--- src/rtl/mains_tx_pkg.sv ---
package mains_tx_pkg;

    localparam int HOUSE_W       = 4;
    localparam int KEY_W         = 5;
    localparam int CODE_W        = HOUSE_W + KEY_W;
    localparam int START_SLOTS   = 4;
    localparam int FRAME_SLOTS   = START_SLOTS + 2 * CODE_W;
    localparam int GAP_CROSSINGS = 6;

    localparam logic [START_SLOTS-1:0] START_PAT = 4'b1110;

    typedef enum logic [1:0] {
        ST_IDLE,
        ST_SYNC,
        ST_GAP,
        ST_SEND
    } tx_state_e;

    typedef enum logic [1:0] {
        FAIL_NONE  = 2'd0,
        FAIL_CMD   = 2'd1,
        FAIL_SYNC  = 2'd2,
        FAIL_FRAME = 2'd3
    } fail_e;

    // Letter coding, first-sent bit in the MSB position.
    function automatic logic [HOUSE_W-1:0] letter_bits(input logic [HOUSE_W-1:0] idx);
        return {idx[0], ~(idx[1] ^ idx[2]), ~idx[2], idx[2] ^ idx[3]};
    endfunction

endpackage

--- src/rtl/mains_zc_edge.sv ---
module mains_zc_edge (
    input  logic clk,
    input  logic rst_n,
    input  logic zc_in,
    output logic xing
);
    logic zc_q, primed_q;

    // The first cycle after reset only captures the level.
    assign xing = primed_q & (zc_in ^ zc_q);

    always_ff @(posedge clk or negedge rst_n) begin
        if (!rst_n) begin
            zc_q     <= 1'b0;
            primed_q <= 1'b0;
        end else begin
            zc_q     <= zc_in;
            primed_q <= 1'b1;
        end
    end
endmodule

--- src/rtl/mains_tick_timer.sv ---
module mains_tick_timer #(
    parameter  int LIMIT = 1000,
    localparam int W     = $clog2(LIMIT + 1)
) (
    input  logic         clk,
    input  logic         rst_n,
    input  logic         tick,
    input  logic         clear,
    output logic [W-1:0] count
);
    localparam logic [W-1:0] TOP = W'(LIMIT);

    logic [W-1:0] cnt_d, cnt_q;

    always_comb begin
        cnt_d = cnt_q;
        if (clear)
            cnt_d = '0;
        else if (tick && cnt_q != TOP)
            cnt_d = cnt_q + 1'b1;
    end

    always_ff @(posedge clk or negedge rst_n) begin
        if (!rst_n) cnt_q <= '0;
        else        cnt_q <= cnt_d;
    end

    assign count = cnt_q;
endmodule

--- src/rtl/mains_frame_build.sv ---
module mains_frame_build
    import mains_tx_pkg::*;
(
    input  logic [HOUSE_W-1:0]     house,
    input  logic [KEY_W-1:0]       key,
    output logic [FRAME_SLOTS-1:0] slots
);
    logic [KEY_W-1:0]  key_bits;
    logic [CODE_W-1:0] code;

    assign key_bits = key[KEY_W-1] ? {key[KEY_W-2:0], 1'b1}
                                   : {letter_bits(key[KEY_W-2:0]), 1'b0};
    assign code     = {letter_bits(house), key_bits};

    assign slots[FRAME_SLOTS-1 -: START_SLOTS] = START_PAT;

    // Each code bit takes a true slot followed by an inverted slot.
    for (genvar j = 0; j < CODE_W; j++) begin : g_pair
        assign slots[2*j+1] = code[j];
        assign slots[2*j]   = ~code[j];
    end
endmodule

--- src/rtl/mains_cmd_tx.sv ---
module mains_cmd_tx
    import mains_tx_pkg::*;
#(
    parameter int HALF_US     = 8333,
    parameter int BURST_US    = 1000,
    parameter int SYNC_MIN_US = 100,
    parameter int SYNC_TRIES  = 10,
    parameter int CMD_W       = 8,
    parameter int REP_W       = 8
) (
    input  logic             clk,
    input  logic             rst_n,
    input  logic             tick_us,
    input  logic             zc_sync,
    input  logic             cmd_valid,
    output logic             cmd_ready,
    input  logic [CMD_W-1:0] cmd_house,
    input  logic [CMD_W-1:0] cmd_key,
    input  logic [REP_W-1:0] cmd_reps,
    output logic             carrier_en,
    output logic             tx_done,
    output logic             tx_error,
    output logic [1:0]       error_kind
);
    localparam int GAP_MIN_US      = HALF_US * 72 / 100;
    localparam int GAP_MAX_US      = HALF_US * 102 / 100;
    localparam int SYNC_TIMEOUT_US = HALF_US * 30;
    localparam int TMAX            = SYNC_TIMEOUT_US + GAP_MAX_US + BURST_US;
    localparam int CW              = $clog2(TMAX + 1);
    localparam int TW              = $clog2(SYNC_TRIES + 1);
    localparam int GW              = $clog2(GAP_CROSSINGS + 1);
    localparam int SW              = $clog2(FRAME_SLOTS);

    localparam logic [CW-1:0]    SYNC_MIN_C  = CW'(SYNC_MIN_US);
    localparam logic [CW-1:0]    SYNC_LAST_C = CW'(SYNC_TIMEOUT_US - 1);
    localparam logic [CW-1:0]    BURST_LAST  = CW'(BURST_US - 1);
    localparam logic [CW-1:0]    GAP_MIN_C   = CW'(GAP_MIN_US);
    localparam logic [CW-1:0]    GAP_MAX_C   = CW'(GAP_MAX_US);
    localparam logic [TW-1:0]    TRIES_LAST  = TW'(SYNC_TRIES - 1);
    localparam logic [GW-1:0]    GAP_LAST    = GW'(GAP_CROSSINGS - 1);
    localparam logic [SW-1:0]    SLOT_LAST   = SW'(FRAME_SLOTS - 1);
    localparam logic [CMD_W-1:0] HOUSE_LIM   = CMD_W'(1 << HOUSE_W);
    localparam logic [CMD_W-1:0] KEY_LIM     = CMD_W'(1 << KEY_W);
    localparam logic [REP_W-1:0] ONE_REP     = REP_W'(1);

    typedef struct packed {
        tx_state_e              st;
        logic [TW-1:0]          tries;
        logic [GW-1:0]          gaps;
        logic [SW-1:0]          slot;
        logic [REP_W-1:0]       reps;
        logic [FRAME_SLOTS-1:0] frame;
        logic [FRAME_SLOTS-1:0] sh;
        logic                   burst;
        logic                   carrier;
        logic                   done;
        logic                   err;
        fail_e                  code;
    } tx_regs_t;

    tx_regs_t               r_q, r_d;
    logic                   zc_edge;
    logic                   tclr;
    logic                   sync_miss;
    logic                   frame_fail;
    logic [CW-1:0]          tcnt;
    logic [FRAME_SLOTS-1:0] frame_w;

    mains_zc_edge u_edge (
        .clk   (clk),
        .rst_n (rst_n),
        .zc_in (zc_sync),
        .xing  (zc_edge)
    );

    mains_tick_timer #(.LIMIT(TMAX)) u_timer (
        .clk   (clk),
        .rst_n (rst_n),
        .tick  (tick_us),
        .clear (tclr),
        .count (tcnt)
    );

    mains_frame_build u_build (
        .house (cmd_house[HOUSE_W-1:0]),
        .key   (cmd_key[KEY_W-1:0]),
        .slots (frame_w)
    );

    always_comb begin
        r_d        = r_q;
        r_d.done   = 1'b0;
        r_d.err    = 1'b0;
        tclr       = 1'b0;
        sync_miss  = 1'b0;
        frame_fail = 1'b0;

        unique case (r_q.st)
            ST_IDLE: begin
                if (cmd_valid) begin
                    r_d.code = FAIL_NONE;
                    if (cmd_house >= HOUSE_LIM || cmd_key >= KEY_LIM) begin
                        r_d.err  = 1'b1;
                        r_d.code = FAIL_CMD;
                    end else begin
                        r_d.st    = ST_SYNC;
                        r_d.frame = frame_w;
                        r_d.reps  = (cmd_reps == '0) ? ONE_REP : cmd_reps;
                        r_d.tries = '0;
                        tclr      = 1'b1;
                    end
                end
            end

            ST_SYNC: begin
                if (zc_edge) begin
                    tclr = 1'b1;
                    if (tcnt > SYNC_MIN_C) begin
                        r_d.st   = ST_GAP;
                        r_d.gaps = '0;
                    end else begin
                        sync_miss = 1'b1;
                    end
                end else if (tick_us && tcnt == SYNC_LAST_C) begin
                    tclr      = 1'b1;
                    sync_miss = 1'b1;
                end
                if (sync_miss) begin
                    if (r_q.tries == TRIES_LAST) begin
                        r_d.st   = ST_IDLE;
                        r_d.err  = 1'b1;
                        r_d.code = FAIL_SYNC;
                    end else begin
                        r_d.tries = r_q.tries + 1'b1;
                    end
                end
            end

            ST_GAP: begin
                if (zc_edge) begin
                    if (tcnt < GAP_MIN_C) begin
                        frame_fail = 1'b1;
                    end else begin
                        tclr = 1'b1;
                        if (r_q.gaps == GAP_LAST) begin
                            r_d.st      = ST_SEND;
                            r_d.slot    = '0;
                            r_d.sh      = r_q.frame;
                            r_d.burst   = 1'b1;
                            r_d.carrier = r_q.frame[FRAME_SLOTS-1];
                        end else begin
                            r_d.gaps = r_q.gaps + 1'b1;
                        end
                    end
                end else if (tick_us && tcnt == GAP_MAX_C) begin
                    frame_fail = 1'b1;
                end
            end

            ST_SEND: begin
                if (r_q.burst) begin
                    if (zc_edge) begin
                        frame_fail = 1'b1;
                    end else if (tick_us && tcnt == BURST_LAST) begin
                        r_d.burst   = 1'b0;
                        r_d.carrier = 1'b0;
                        tclr        = 1'b1;
                    end
                end else if (zc_edge) begin
                    if (tcnt < GAP_MIN_C) begin
                        frame_fail = 1'b1;
                    end else begin
                        tclr = 1'b1;
                        if (r_q.slot == SLOT_LAST) begin
                            if (r_q.reps == ONE_REP) begin
                                r_d.st   = ST_IDLE;
                                r_d.done = 1'b1;
                            end else begin
                                r_d.reps    = r_q.reps - 1'b1;
                                r_d.slot    = '0;
                                r_d.sh      = r_q.frame;
                                r_d.burst   = 1'b1;
                                r_d.carrier = r_q.frame[FRAME_SLOTS-1];
                            end
                        end else begin
                            r_d.slot    = r_q.slot + 1'b1;
                            r_d.sh      = {r_q.sh[FRAME_SLOTS-2:0], 1'b0};
                            r_d.burst   = 1'b1;
                            r_d.carrier = r_q.sh[FRAME_SLOTS-2];
                        end
                    end
                end else if (tick_us && tcnt == GAP_MAX_C) begin
                    frame_fail = 1'b1;
                end
            end

            default: r_d.st = ST_IDLE;
        endcase

        if (frame_fail) begin
            r_d.st      = ST_IDLE;
            r_d.burst   = 1'b0;
            r_d.carrier = 1'b0;
            r_d.err     = 1'b1;
            r_d.code    = FAIL_FRAME;
        end
    end

    always_ff @(posedge clk or negedge rst_n) begin
        if (!rst_n) begin
            r_q      <= '0;
            r_q.st   <= ST_IDLE;
            r_q.code <= FAIL_NONE;
        end else begin
            r_q <= r_d;
        end
    end

    assign cmd_ready  = (r_q.st == ST_IDLE);
    assign carrier_en = r_q.carrier;
    assign tx_done    = r_q.done;
    assign tx_error   = r_q.err;
    assign error_kind = r_q.code;

    // Accepting a command drops ready unless it is refused at once.
    assert_ready_drop_R1: assert property (@(posedge clk) disable iff (!rst_n)
        (cmd_valid && cmd_ready) |=> (!cmd_ready || tx_error));

    // No carrier while idle, so a refused command never bursts.
    assert_idle_quiet_R2: assert property (@(posedge clk) disable iff (!rst_n)
        cmd_ready |-> !carrier_en);

    // A burst only starts on a sampled zero crossing.
    assert_rise_on_xing_R7: assert property (@(posedge clk) disable iff (!rst_n)
        $rose(carrier_en) |-> $past(zc_edge));

    // A fault report always comes with the carrier already off.
    assert_err_quiet_R9: assert property (@(posedge clk) disable iff (!rst_n)
        tx_error |-> !carrier_en);

    // One outcome per command.
    assert_one_outcome_R10: assert property (@(posedge clk) disable iff (!rst_n)
        !(tx_done && tx_error));

endmodule

--- config.mk ---
export PLATFORM = sky130hd
export DESIGN_NAME = mains_cmd_tx
export DESIGN_NICKNAME = d
export VERILOG_FILES = /design/src/rtl/mains_tx_pkg.sv /design/src/rtl/mains_zc_edge.sv /design/src/rtl/mains_tick_timer.sv /design/src/rtl/mains_frame_build.sv /design/src/rtl/mains_cmd_tx.sv
export SDC_FILE = /design/constraint.sdc
export NUM_CORES = 1
export LEC_CHECK = 0
export BUFFER_PORTS_ARGS = -buffer_cell sky130_fd_sc_hd__buf_2
export CAP_MARGIN = 0
export CELL_PAD_IN_SITES_DETAIL_PLACEMENT = 1
export CELL_PAD_IN_SITES_GLOBAL_PLACEMENT = 1
export CORE_MARGIN = 5
export CORE_UTILIZATION = 46
export CTS_CLUSTER_DIAMETER = 120
export DETAILED_ROUTE_END_ITERATION = 8
export GPL_TIMING_DRIVEN = 1
export PLACE_DENSITY_LB_ADDON = 0.2
export SLEW_MARGIN = 20
export SYNTH_ARGS = -nofsm -noshare
export SYNTH_HDL_FRONTEND = slang
export SYNTH_SLANG_ARGS = --single-unit
--- constraint.sdc ---
create_clock -name clk -period 2.8 [get_ports clk]
set_input_delay 0.28 -clock clk [delete_from_list [all_inputs] [get_ports clk]]
set_output_delay 0.28 -clock clk [all_outputs]
set_load 0.01 [all_outputs]
==> summary.md <==
| Metric | Value |
|---|---|
| Syn-to-layout area delta | `12.6%` |
| Die area | `12400 um2` |
| Adder and majority cell fraction of the synthesized area | `3.17%` |
| Worst slew pin tran | `781 ps` |
| Clk sink count | `88` |
| DRC Markers | `0` |
| Pin count of the biggest net entering global routing | `59` |
| Fin worst setup slack | `237 ps` |
| Crit path cell chain | `inv_1 > ha_1 > nand4b_1 > or3_1 > o31a_2 > a211oi_1 > nand2_1 > nor3b_1 > a311o_1` |
| Vias in the first global route | `4185` |
| Antenna violations before repair | `0` |
| Worst Hold Class | `input port to flop` |
| Yosys cell types | `56` |
| Buffers on Ports | `34` |
| Startpoint types | `flop` |
| Synth Net Count | `569` |
| Total wire length | `11700 um` |
| Number of synthesized register bits | `88` |
| Largest fanout on the critical path | `9` |
| Relative slew slack | `47.9%` |
| Status | `complete, no violations` |
| Compound-Gate Fraction of Synth Area | `13.7%` |
| Crit share post-route | `91.5%` |
| Share of layout cells above drive strength 1 | `13.8%` |
| Pleak | `2.49 nW` |
| Die H | `111 um` |
| First-pass GRT wire length | `20600 um` |
| Most used DFF post-synth | `dfrtp_1` |
| 1st-pass router iterations | `5` |
| Initial core utilization | `46.5%` |
| WP data required | `3120 ps` |
| DR iter-0 viols | `157` |
| Reg clk slew, reported paths | `90 ps` |
| Synthesized area per cell | `8.97 um2` |
| WL/cell | `16.7 um` |
| Overall die width | `111 um` |
| Clk_lat worst skew | `380 ps` |
| Core area | `10200 um2` |
| Hold Vio Cnt, Final | `0` |
| Critical path's slowest cell | `dfrtp_1` |
| Core Util, Final | `52.4%` |
| Main combinational cell family by area after synthesis | `simple AND/OR/NAND/NOR gates` |
| Finish-stage setup viols | `0` |
| Final global-route overflow total | `0` |
| Yosys warns | `0` |
| CP Data Arrival Time | `2880 ps` |
| Fin cells | `701` |
| Most frequent cells in the layout | `dfrtp_1, nor2_1, nand2_1` |
| RSZ-0062 raised after global routing | `no` |
| Final Max Slew Viols | `0` |
| DP Cell Count | `684` |
| Ant. Diodes | `0` |
| VDD IR max | `0.562 mV` |
| Nets@finish | `601` |
| Post-route ant nets | `0` |
| Synth Area in XOR/XNOR | `3.70%` |
| FFs w/ async S/R, synth | `100%` |
| Delay of the slowest critical-path stage | `410 ps` |
| Commonest non-fill, non-tap cell in the layout | `dfrtp_1` |
| Worst Hold Depth | `1` |
| Seq/Total Area, Yosys | `46.5%` |
| Setup TNS | `0 ps` |
| DPL Wire Length | `8380 um` |
| GRT Util Overall | `20.2%` |
| Vias | `3932` |
| Max-cap violations | `0` |
| Worst Clk Skew | `12.1 ps` |
| Pwr/cell area | `548 nW/um2` |
| Post-Synthesis Cells | `528` |
| Drt via density | `5.61` |
| Pre-CTS setup slack | `221 ps` |
| Multiplexer share of the synthesized area | `3.30%` |
| Clock Root Buffer | `clkbuf_8` |
| CTS buffer count | `9` |
| H-tree Lvls | `3` |
| # rows | `37` |
| Final GP Congestion | `0.853` |
| Total power | `2.92 mW` |
| Clk buf depth | `2` |
| Crit Path Class | `flop to flop` |
| Fmax | `390 MHz` |
| Fraction of the mapped netlist area in simple logic gates | `25.3%` |
| Reg2Reg Depth | `9` |
| Final Critical Period | `2560 ps` |
| CTS tree | `done` |
| Synth Cell Area | `4740 um2` |
| Crit end category | `flop` |
| Top Ports | `35` |
| EDFF count, synth | `0` |
[report_power, final]
part           switching [mW]  internal, mW  leakage [nW]
logic                   0.205         0.147          1.19
clock network           0.483         0.622         0.123
registers               0.110          1.36          1.18
[kinds of logic after synthesis]
| kind of cell | Yosys count |
|---|---|
| AOI/OAI and AO/OA | 101 |
| other | 1 |
| xor gates and xnor gates | 20 |
| muxes | 15 |
| buffers and inverters | 45 |
| adders and majority gates | 12 |
| DFF | 88 |
| and+or+nand+nor | 246 |
[registers in the layout, summed over array words and instances, names as in the netlist]
signal / flops
r_q: 63
u_edge.primed_q: 1
tx_error: 1
tx_done: 1
carrier_en: 1
u_edge.zc_q: 1
u_timer.count: 18
error_kind: 2
[critical path: cells and delay by family (launching register included)]
kind | cells | cell delay, ps
AOI/OAI and AO/OA | 3 | 800
adders and majority gates | 1 | 180
buffers and inverters | 1 | 110
DFF | 1 | 410
and+or+nand+nor | 4 | 1030
[stage by stage]
step | hold WS [ps] | area, um2
5_1_grt | 8.90 | 5330
4_1_cts | 11.5 | 5330
6_report | 32.7 | 5330
2_1_floorplan | -15.6 | 4740
3_5_place_dp | 405 | 5070
3_3_place_gp | 396 | 5070
[layout make-up]
| type | count | area [um2] |
|---|---|---|
| fill | 1202 | 4850 |
| multi-input combinational | 395 | 2340 |
| sequential | 88 | 2200 |
| timing repair buffer | 51 | 315 |
| tap | 136 | 170 |
| clock buffer | 10 | 138 |
| clock inverter | 6 | 115 |
| inverter | 15 | 56.3 |
[path summary, 6_finish.rpt]
path	from	endpoint	slack (ps)
max	u_timer.count[1]	r_q[68]	240
max reg2reg	u_timer.count[1]	r_q[68]	240
min reg2reg	r_q[34]	r_q[34]	480
max in group asynchronous	rst_n	u_timer.count[4]	1590
min in group asynchronous	rst_n	r_q[67]	570
min	zc_sync	u_edge.zc_q	30
[routing by layer]
layer,vias to the layer above,global-route usage (%),part of all wire (%)
met1,1957,26.2,46
met2,55,33.7,49
met3,13,5.49,3.8
met4,0,4.87,1.2
li1,1907,-,-
met5,-,0,0
[cell usage after synthesis, types with 12 or more instances]
master	n	area, um2
nor3_1	12	60.1
clkbuf_1	18	67.6
mux2i_1	13	130
o21ai_0	33	165
dfrtp_1	88	2200
nand3_1	24	120
ha_1	12	150
inv_1	15	56.3
a21oi_1	20	100
nand2_1	64	240
nor2_1	79	297
xor2_1	13	114
[what timing repair did]
action / in CTS / in global routing
gates resized for setup: 0 / 1
setup buffers: 0 / 0
endpoints found under the hold margin: 52 / 0
endpoints found under the setup margin: 0 / 1
hold buffers: 1 / 0
(Power assumes the default switching activity.)
